[config.mk]
export PLATFORM = sky130hd
export DESIGN_NAME = wrcyc_seq
export DESIGN_NICKNAME = d
export VERILOG_FILES = /design/src/rtl/wrcyc_pkg.sv /design/src/rtl/wrcyc_phase_seq.sv /design/src/rtl/wrcyc_lane_drv.sv /design/src/rtl/wrcyc_seq.sv
export SDC_FILE = /design/constraint.sdc
export NUM_CORES = 1
export LEC_CHECK = 0
export BUFFER_PORTS_ARGS = -buffer_cell sky130_fd_sc_hd__buf_2
export CAP_MARGIN = 20
export CORE_UTILIZATION = 50
export DETAILED_ROUTE_END_ITERATION = 10
export PLACE_DENSITY = 0.89
export SLEW_MARGIN = 0
export SYNTH_ARGS = -nofsm -noshare
export SYNTH_HDL_FRONTEND = slang
export SYNTH_SLANG_ARGS = --single-unit
export TNS_END_PERCENT = 10
[constraint.sdc]
create_clock -name clk -period 2.1 [get_ports clk]
set_input_delay 0.315 -clock clk [delete_from_list [all_inputs] [get_ports clk]]
set_output_delay 0.315 -clock clk [all_outputs]
set_load 0.01 [all_outputs]
[src/rtl/wrcyc_pkg.sv]
package wrcyc_pkg;
    // Half-T-state phases of one write machine cycle; order is the bus sequence.
    typedef enum logic [2:0] {
        PH_IDLE = 3'd0,
        PH_T1A  = 3'd1,
        PH_T1B  = 3'd2,
        PH_T2A  = 3'd3,
        PH_T2B  = 3'd4,
        PH_T3A  = 3'd5,
        PH_T3B  = 3'd6
    } phase_e;
endpackage

[src/rtl/wrcyc_phase_seq.sv]
module wrcyc_phase_seq
    import wrcyc_pkg::*;
#(
    parameter int AW = 16,
    parameter int DW = 8
) (
    input  logic          clk,
    input  logic          rst_n,
    input  logic          start_i,
    input  logic          is_io_i,
    input  logic [AW-1:0] addr_i,
    input  logic [DW-1:0] data_i,
    output phase_e        phase_o,
    output logic          is_io_o,
    output logic [AW-1:0] addr_o,
    output logic [DW-1:0] data_o
);
    typedef struct packed {
        phase_e        phase;
        logic          is_io;
        logic [AW-1:0] addr;
        logic [DW-1:0] data;
    } seq_st_t;

    seq_st_t st_d, st_q;

    always_comb begin
        st_d = st_q;
        case (st_q.phase)
            PH_IDLE: begin
                if (start_i) begin
                    st_d.phase = PH_T1A;
                    st_d.is_io = is_io_i;
                    st_d.addr  = addr_i;
                    st_d.data  = data_i;
                end
            end
            PH_T3B:  st_d.phase = PH_IDLE;
            default: st_d.phase = phase_e'(st_q.phase + 3'd1);
        endcase
    end

    always_ff @(posedge clk or negedge rst_n) begin
        if (!rst_n) begin
            st_q <= '0;
        end else begin
            st_q <= st_d;
        end
    end

    assign phase_o = st_q.phase;
    assign is_io_o = st_q.is_io;
    assign addr_o  = st_q.addr;
    assign data_o  = st_q.data;


    busy_start_ignored_chk: assert property (@(posedge clk) disable iff (!rst_n)
        (phase_o != PH_IDLE && start_i) |=> (phase_o != PH_T1A && $stable(addr_o) && $stable(data_o)));


    start_enters_t1_chk: assert property (@(posedge clk) disable iff (!rst_n)
        (phase_o == PH_IDLE && start_i) |=> (phase_o == PH_T1A));
endmodule

[src/rtl/wrcyc_lane_drv.sv]
module wrcyc_lane_drv
    import wrcyc_pkg::*;
#(
    parameter int AW = 16,
    parameter int DW = 8
) (
    input  logic           clk,
    input  logic           rst_n,
    input  phase_e         phase_i,
    input  logic           is_io_i,
    input  logic [AW-1:0]  addr_i,
    input  logic [DW-1:0]  data_i,
    output logic [AW-DW-1:0] a_hi_o,
    output logic [DW-1:0]  ad_o,
    output logic           ad_oe_o,
    output logic           ale_o,
    output logic           io_m_o,
    output logic           s1_o,
    output logic           s0_o,
    output logic           wr_n_o,
    output logic           rd_n_o,
    output logic           busy_o,
    output logic           done_o
);
    localparam int HW = AW - DW;

    logic [HW-1:0] port_hi;
    logic          in_t1;
    logic          wr_win;

    // Port number copied onto the upper lane; width of that lane picks the variant.
    generate
        if (HW >= DW) begin : g_port_wide
            assign port_hi = HW'(addr_i[DW-1:0]);
        end else begin : g_port_narrow
            assign port_hi = addr_i[HW-1:0];
        end
    endgenerate

    always_comb begin
        busy_o  = (phase_i != PH_IDLE);
        in_t1   = (phase_i == PH_T1A) || (phase_i == PH_T1B);
        wr_win  = (phase_i == PH_T2A) || (phase_i == PH_T2B) || (phase_i == PH_T3A);
        ale_o   = (phase_i == PH_T1A);
        done_o  = (phase_i == PH_T3B);
        wr_n_o  = !wr_win;
        rd_n_o  = 1'b1;
        ad_oe_o = busy_o;
        io_m_o  = busy_o && is_io_i;
        s1_o    = 1'b0;
        s0_o    = busy_o;
        a_hi_o  = '0;
        ad_o    = '0;
        if (busy_o) begin
            a_hi_o = is_io_i ? port_hi : addr_i[AW-1:DW];
            ad_o   = in_t1 ? addr_i[DW-1:0] : data_i;
        end
    end


    ale_half_t_chk: assert property (@(posedge clk) disable iff (!rst_n)
        ale_o |=> !ale_o);


    wr_after_ale_chk: assert property (@(posedge clk) disable iff (!rst_n)
        $fell(wr_n_o) |-> $past(ale_o, 2));


    wr_release_at_done_chk: assert property (@(posedge clk) disable iff (!rst_n)
        done_o |-> (wr_n_o && !$past(wr_n_o)));


    done_single_chk: assert property (@(posedge clk) disable iff (!rst_n)
        done_o |=> (!done_o && !busy_o));


    status_hold_chk: assert property (@(posedge clk) disable iff (!rst_n)
        (busy_o && $past(busy_o)) |-> ($stable(io_m_o) && $stable(a_hi_o)));


    idle_quiet_chk: assert property (@(posedge clk) disable iff (!rst_n)
        !busy_o |-> (!ale_o && wr_n_o && !ad_oe_o && !io_m_o));
endmodule

[src/rtl/wrcyc_seq.sv]
module wrcyc_seq
    import wrcyc_pkg::*;
#(
    parameter int AW = 16,
    parameter int DW = 8
) (
    input  logic              clk,
    input  logic              rst_n,
    input  logic              start_i,
    input  logic              is_io_i,
    input  logic [AW-1:0]     addr_i,
    input  logic [DW-1:0]     data_i,
    output logic [AW-DW-1:0]  a_hi_o,
    output logic [DW-1:0]     ad_o,
    output logic              ad_oe_o,
    output logic              ale_o,
    output logic              io_m_o,
    output logic              s1_o,
    output logic              s0_o,
    output logic              wr_n_o,
    output logic              rd_n_o,
    output logic              busy_o,
    output logic              done_o
);
    phase_e        phase;
    logic          cap_io;
    logic [AW-1:0] cap_addr;
    logic [DW-1:0] cap_data;

    wrcyc_phase_seq #(.AW(AW), .DW(DW)) seq_i (
        .clk     (clk),
        .rst_n   (rst_n),
        .start_i (start_i),
        .is_io_i (is_io_i),
        .addr_i  (addr_i),
        .data_i  (data_i),
        .phase_o (phase),
        .is_io_o (cap_io),
        .addr_o  (cap_addr),
        .data_o  (cap_data)
    );

    wrcyc_lane_drv #(.AW(AW), .DW(DW)) drv_i (
        .clk     (clk),
        .rst_n   (rst_n),
        .phase_i (phase),
        .is_io_i (cap_io),
        .addr_i  (cap_addr),
        .data_i  (cap_data),
        .a_hi_o  (a_hi_o),
        .ad_o    (ad_o),
        .ad_oe_o (ad_oe_o),
        .ale_o   (ale_o),
        .io_m_o  (io_m_o),
        .s1_o    (s1_o),
        .s0_o    (s0_o),
        .wr_n_o  (wr_n_o),
        .rd_n_o  (rd_n_o),
        .busy_o  (busy_o),
        .done_o  (done_o)
    );
endmodule

After elaboration in Yosys (flattened, before gate mapping)
Cells that the tools add are included.
{ "word_totals": {"inputBits": 28, "wordCells": 26, "ff_bits": 28} }
{ "classes": {"n_mux": 6, "reduce_logical": 8, "eq_ne": 7, "addsub": 1} }
{ "op_table": {"columns": ["op", "n"], "rows": [
  ["$mux W8", 4],
  ["$mux W28", 1],
  ["$eq A3 B3 Y1 const B", 3],
  ["$eq A3 B2 Y1 const B", 2],
  ["$pmux W3 S2", 1],
  ["$add A3 B1 Y3 const B", 1],
  ["$eq A3 B1 Y1 const B", 1],
  ["$logic_not A3 Y1", 1],
  ["$logic_or A1 B1 Y1", 3],
  ["$reduce_bool A3 Y1", 1],
  ["$ne A2 B2 Y1 const B", 1],
  ["$reduce_and A2 Y1", 1],
  ["$logic_and A1 B1 Y1", 1],
  ["$logic_not A1 Y1", 1]
]} }

Longest topological paths before layout
Gate-level depths: netlist of the first run.
{ "depth": {"depth_word": 4, "depth_mapped": 7} }

By module
Synthesis of the first run repeated with hierarchy kept, for this count alone.
{ "hier_totals": {"hier_cells": 149, "hier_area_um2": 1815.5} }
{ "modules_own_cells": {"columns": ["mod", "seq_area_each_um2", "instances", "cells_each", "area_per_inst_um2"], "rows": [
  ["wrcyc_phase_seq", 700.7, 1, 70, 1221.2],
  ["wrcyc_lane_drv", 0.0, 1, 79, 594.3]
]} }

Worst setup path before layout of the first run
OpenSTA, ideal clock, no wires.
{ "synth_timing": {"kind": "flip-flop to output port", "start": "reg seq_i.st_q, in the netlist seq_i.phase_o[0]", "end": "out ad_o[6]", "slack_ns": 0.186, "arrival_ns": 1.599, "stages_incl_launch_ff": 6, "t_required_ns": 1.785, "cell_sequence": "dfrtp_1 > inv_1 > ha_1 > or2_2 > buf_6 > o311ai_0"} }
{ "synth_between": {"elab_chain_cells": 4, "word_cells_on_any_way": 6} }
{ "synth_lines": {"columns": ["item", "line", "source"], "rows": [
  ["start, declared", "wrcyc_phase_seq.sv:25", "seq_st_t st_d, st_q;"],
  ["start signal, assigned", "wrcyc_phase_seq.sv:47", "st_q <= st_d;"],
  ["$eq A3 B1 Y1 / $eq A3 B2 Y1 (equally long branches)", "wrcyc_lane_drv.sv:42", "in_t1 = (phase_i == PH_T1A) || (phase_i == PH_T1B);"],
  ["$logic_or A1 B1 Y1", "wrcyc_lane_drv.sv:42", null],
  ["$mux W8", "wrcyc_lane_drv.sv:56", "ad_o = in_t1 ? addr_i[DW-1:0] : data_i;"],
  ["$mux W8 (*)", "wrcyc_lane_drv.sv:54", "if (busy_o) begin"],
  ["end, declared", "wrcyc_seq.sv:14", "output logic [DW-1:0] ad_o,"]
]} }
Every way passes the cells marked *; elsewhere a longest branch is shown, timed or not.

Worst setup path in the final report of the first run
{ "layout_timing": {"start": "reg seq_i.st_q, in the netlist seq_i.phase_o[0]", "end": "out ad_o[0]"} }
The elaborated chain is that of the path after synthesis.

==> flow_summary.yaml, run 1 <==
detailed_routing:
  drtIter0Drc: 49
  totalWireLength_um: 3110
  viasPerCell: 5.02
  drt_first_pass_iters: 4
  wire_per_inst_um: 13.1
  drcViolationCount: 0
  postRouteAntennaNets: 0
  vias: 1189
cts:
  cts_sinks: 28
  clk_latency_ns: 0.32
  cts-root-buf: "clkbuf_4"
  cts_buffers: 3
  clkTransAtPathRegs_ns: 0.14
  h-tree-depth: 1
  cts_tree: "done"
  cts.path.max_buffers: 2
floorplanning:
  rows: 20
  core_area_um2: 3080
  start_util: 0.533
  dieArea_um2: 3510
  die_h_um: 59.3
  die_width_um: 59.3
  ios: 53
setup_path:
  crit_type: "flop to output pin"
  cp.depth: 6
  slowest_stage: "dfrtp_1"
  crit_chain: "inv_1 -> ha_2 -> or2_4 -> mux2i_1 -> o21ai_1 -> buf_2"
  start_kind: "flop"
  endpoint_kind: "output pin"
  cpLargestDelayFamily: "flip-flops"
  critPathMaxStageDelay_ns: 0.41
  critPathMaxFanout: 5
  reg2reg_depth: 6
  arrival_ns: 1.72
  critPathRequiredTime_ns: 1.78
  path_buf_inv: 2
layout:
  drive_gt1_frac: 0.477
  fin_nets: 226
  syn2layout_area_growth_pct: 20.1
  final.fill_count: 277
  antenna_cells: 0
global_routing:
  grt_pass1_wl_um: 5120
  grt_max_degree: 29
  grt.overflow.total: 0
  grt_usage: 0.193
  grt_pass1_vias: 1167
  antenna_found_initial: 0
yosys:
  synth_area_per_cell_um2: 11.6
  postSynth.asyncResetShare: 1.00
  synth_nets: 174
  netlist_instances: 142
  yosysWarnings: 0
  ys_seq_area_frac: 0.427
  ys_types: 25
  syn-cell-area_um2: 1640
  synthFlopType: "dfrtp_1"
  synth-seq-cells: 28
  synth_enable_flop_cells: 0
timing:
  post-route-min-period_ns: 2.03
  finalSetupViolations: 0
  drv_slew: 0
  rsz0062_at_grt: "yes"
  slew_headroom: 0.591
  fin_setup_tns_ns: 0
  tightest_slew_ns: 0.613
  final.setup_skew_ns: 0.00195
  holdWs_ns: 0.212
  fin_crit_sh: 0.967
  finalHoldViolCount: 0
  clock.fmax_ghz: 0.493
placed_design:
  io_buffers: 50
  routabilityCongestion: 0.735
  dp_hpwl_um: 2250
worst_hold_path:
  min_delay_path_depth: 2
  hold_class: "primary input to flop"
pwr:
  p_leak_uw: 0.00105
  ir_drop_v: 0.000886
  power_density_nw_per_um2: 1690
flow_run:
  maxCapViolCount: 0
outcome:
  status: "completed"
[cell families (layout without fill, tap and decap cells)]
logic type | after synthesis | count (layout) | share of synthesized area
AO/OA/AOI/OAI | 15 | 15 | 0.0549
adder cells (fa/ha/maj) | 4 | 4 | 0.0305
buffers and inverters | 19 | 69 | 0.0709
flip-flops | 28 | 28 | 0.427
multiplexers | 39 | 39 | 0.303
other | 2 | 2 | 0.00458
AND/OR/NAND/NOR | 35 | 36 | 0.109
[placed cells by master, fill, tap and decap left out, drive strengths merged, types with 2 or more instances in the layout]
master  instances
and2            2
buf            57
clkbuf          4
conb            2
dfrtp          28
ha              4
inv             7
mux2           25
mux2i          14
nand2          11
nand3           2
nor2           10
nor2b           8
o21ai          10
o311ai          2
or2             2
[flip-flops by register name (all words and copies together), names as in the netlist]
signal	count
seq_i.is_io_o	1
seq_i.phase_o	3
seq_i.data_o	8
seq_i.addr_o	16
[layout make-up]
type | instances | area [um^2] | share of cell area
repair buffers | 58 | 313 | 0.159
clock buffers | 4 | 36.3 | 0.0184
inverters | 7 | 26.3 | 0.0133
multi-input cells | 96 | 840 | 0.426
flip-flops and latches | 28 | 701 | 0.356
well taps | 44 | 55.1 | 0.0279
[power breakdown]
group | switching [uW] | internal (uW)
Combinational | 898 | 1100
Clock | 149 | 106
Sequential | 262 | 814
Total | 1310 | 2020
[synth_stat cells, types with 2 or more instances]
| cell | instances | area, um^2 |
|---|---|---|
| ha_1 | 4 | 50.1 |
| mux2_4 | 20 | 300 |
| conb_1 | 2 | 7.51 |
| nand2_1 | 10 | 37.5 |
| nor2_1 | 10 | 37.5 |
| nor2b_1 | 7 | 43.8 |
| dfrtp_1 | 28 | 701 |
| buf_4 | 5 | 37.5 |
| o21ai_0 | 10 | 50.1 |
| inv_1 | 7 | 26.3 |
| mux2i_1 | 14 | 140 |
| and2_1 | 2 | 12.5 |
| mux2_2 | 5 | 56.3 |
| buf_2 | 3 | 15.0 |
| o311ai_0 | 2 | 17.5 |
| nand3_1 | 2 | 10.0 |
| buf_6 | 3 | 33.8 |
[metal layers]
layer,vias to the layer above,global-route usage,routed length (um)
met5,-,0,0
met4,0,0.0510,21
met3,4,0.0284,150
met2,39,0.329,1460
met1,564,0.255,1470
li1,582,-,-
[stage by stage]
step	cell area (um^2)	total power, uW	util	setup WS, ns	instances
floorplan	1640	2460	-	0.186	142
global placement	1880	2920	0.610	0.223	227
detailed placement	1880	2970	0.610	0.162	227
CTS	1950	3310	0.635	-0.0280	235
global route	1970	3580	0.640	-0.0363	237
finish	1970	3330	0.640	0.0698	237
[repair_timing]
action,in CTS,in global routing
gates resized for setup,3,6
pin swaps,1,0
setup endpoints to repair,15,15
cloned,1,0
hold endpoints to repair,28,0
buffers inserted,2,2
hold buffers,1,0
[final timing paths]
kind	startpoint	endpoint	slack [ns]
max reg2reg	seq_i.phase_o[0]	seq_i.data_o[5]	0.24
max	seq_i.phase_o[0]	ad_o[0]	0.07
max in group asynchronous	rst_n	seq_i.data_o[0]	1.17
min reg2reg	seq_i.phase_o[0]	seq_i.phase_o[0]	0.51
min	addr_i[5]	seq_i.addr_o[5]	0.21
min in group asynchronous	rst_n	seq_i.phase_o[2]	0.54
Note: power is estimated with default switching activity, not from simulation.
==> run 2, diff against run 1 <==
- CORE_ASPECT_RATIO: unset -> 1.5
==> flow_summary.yaml, run 2 (synthesis results as in run 1) <==
outcome:
  status: "completed"
cts:
  cts.path.max_buffers: 2
  cts_sinks: 28
  clk_latency_ns: 0.27
  cts_buffers: 3
  postCtsHoldBufs: 0
  clkTransAtPathRegs_ns: 0.09
  cts_tree: "done"
  h-tree-depth: 1
  cts-root-buf: "clkbuf_8"
timing:
  slew_headroom: 0.588
  rsz0062_at_grt: "yes"
  clock.fmax_ghz: 0.484
  tightest_slew_ns: 0.618
  finalHoldViolCount: 0
  fin_ws_ns: 0.0347
  final.setup_skew_ns: 0.00336
  finalSetupViolations: 0
  post-route-min-period_ns: 2.07
  drv_slew: 0
  fin_crit_sh: 0.983
floorplanning:
  ios: 53
  dieArea_um2: 3520
  start_util: 0.524
  die_h_um: 72.2
  die_width_um: 48.8
  rows: 25
  core_area_um2: 3130
placed_design:
  routabilityCongestion: 0.833
  io_buffers: 50
  placed_cell_area_um2: 1870
  dp_slack_ns: 0.152
  place_inst: 223
  dp_hpwl_um: 2390
setup_path:
  crit_start: "seq_i.phase_o[0]"
  rr_startpoint: "seq_i.phase_o[0]"
  critPathMaxStageDelay_ns: 0.42
  start_kind: "flop"
  slowest_stage: "dfrtp_1"
  reg2reg_depth: 5
  critPathRequiredTime_ns: 1.78
  endpoint_kind: "output pin"
  critPathMaxFanout: 5
  crit_type: "flop to output pin"
  arrival_ns: 1.75
  crit_chain: "inv_1 -> ha_2 -> or2_4 -> mux2i_1 -> o21ai_1 -> buf_2"
layout:
  drive_gt1_frac: 0.474
  final_common_cell: "buf_2"
  finalNonFillerCells: 230
  fin_area_um2: 1950
  largest_register_ffs: 16
  final.fill_count: 264
  final_cell_mix: "50 x buf_2, 28 x dfrtp_1, 20 x mux2_4, 14 x mux2i_1"
  antenna_cells: 0
  fin_nets: 224
  syn2layout_area_growth_pct: 19.1
pwr:
  power_switching_uw: 1330
  power.internal_uw: 2040
  p_sw_frac: 0.394
  ir_drop_v: 0.000933
  p_clk_frac: 0.085
  pwr-share-comb: 0.594
  seqPwrFrac: 0.321
  p_leak_uw: 0.00105
  power_density_nw_per_um2: 1730
global_routing:
  grt_max_degree: 29
  grt.overflow.total: 0
  grt_pass1_wl_um: 5240
  grt_usage: 0.198
  grt_pass1_vias: 1157
  antenna_found_initial: 0
detailed_routing:
  viasPerCell: 5.07
  drtIter0Drc: 26
  wire_per_inst_um: 13.9
  vias: 1167
  drcViolationCount: 0
  totalWireLength_um: 3190
  postRouteAntennaNets: 0
  drt_first_pass_iters: 6
flow_run:
  maxCapViolCount: 0
worst_hold_path:
  hold_class: "primary input to async pin"
## run 2: power groups by stage
| stage | Combinational, uW | Clock [uW] | Sequential (uW) |
|---|---|---|---|
| CTS | 1950 | 291 | 1080 |
| floorplan | 1490 | 0 | 971 |
| finish | 2000 | 286 | 1080 |
| global route | 2200 | 309 | 1130 |
| detailed placement | 1880 | 0 | 1100 |
| global placement | 1840 | 0 | 1080 |
## run 2: per-layer routing
metal | vias to the layer above | GRT usage | routed length, um
li1 | 571 | - | -
met4 | 0 | 0.108 | 65
met1 | 561 | 0.250 | 1310
met2 | 30 | 0.338 | 1730
met5 | - | 0 | 0
met3 | 5 | 0.0147 | 84
## run 2: layout make-up
cell class | count | area, um^2 | share of cell area
inverter | 7 | 26.3 | 0.0135
timing repair buffer | 56 | 295 | 0.151
tap | 40 | 50.0 | 0.0256
multi-input combinational | 96 | 840 | 0.430
clock buffer | 3 | 41.3 | 0.0211
sequential | 28 | 701 | 0.359
## run 2: final timing paths
check,end,slack [ns]
min in group clk,seq_i.addr_o[14],0.26
hold reg to reg,seq_i.addr_o[11],0.52
max in group asynchronous,seq_i.data_o[5],1.65
setup / recovery,ad_o[0],0.03
hold / removal,seq_i.addr_o[6],0.04
setup reg to reg,seq_i.addr_o[3],0.32
## run 2: what timing repair did
action	4_1_cts	5_1_grt
setup buffers	2	1
gates cloned	0	1
endpoints found under the setup margin	8	17
resized for setup	3	8
endpoints found under the hold margin	0	0
pin swaps	0	2
## run 2: through the flow
stage | TNS [ns] | hold slack, ns | util | power (uW)
6_report | 0 | 0.0432 | 0.624 | 3370
5_1_grt | -0.357 | 0.0770 | 0.624 | 3640
4_1_cts | 0 | 0.0528 | 0.618 | 3320
3_5_place_dp | 0 | 0.358 | 0.599 | 2980
3_3_place_gp | 0 | 0.354 | 0.599 | 2920
2_1_floorplan | 0 | 0.0194 | - | 2460
## run 2: worst max-delay path, delay by kind of cell, from the launching register on
| family | cells | cell delay (ns) |
|---|---|---|
| buf+inv | 2 | 0.25 |
| fa+ha+maj | 1 | 0.21 |
| compound gates | 1 | 0.16 |
| simple gates | 1 | 0.30 |
| mux | 1 | 0.14 |
| flops | 1 | 0.42 |
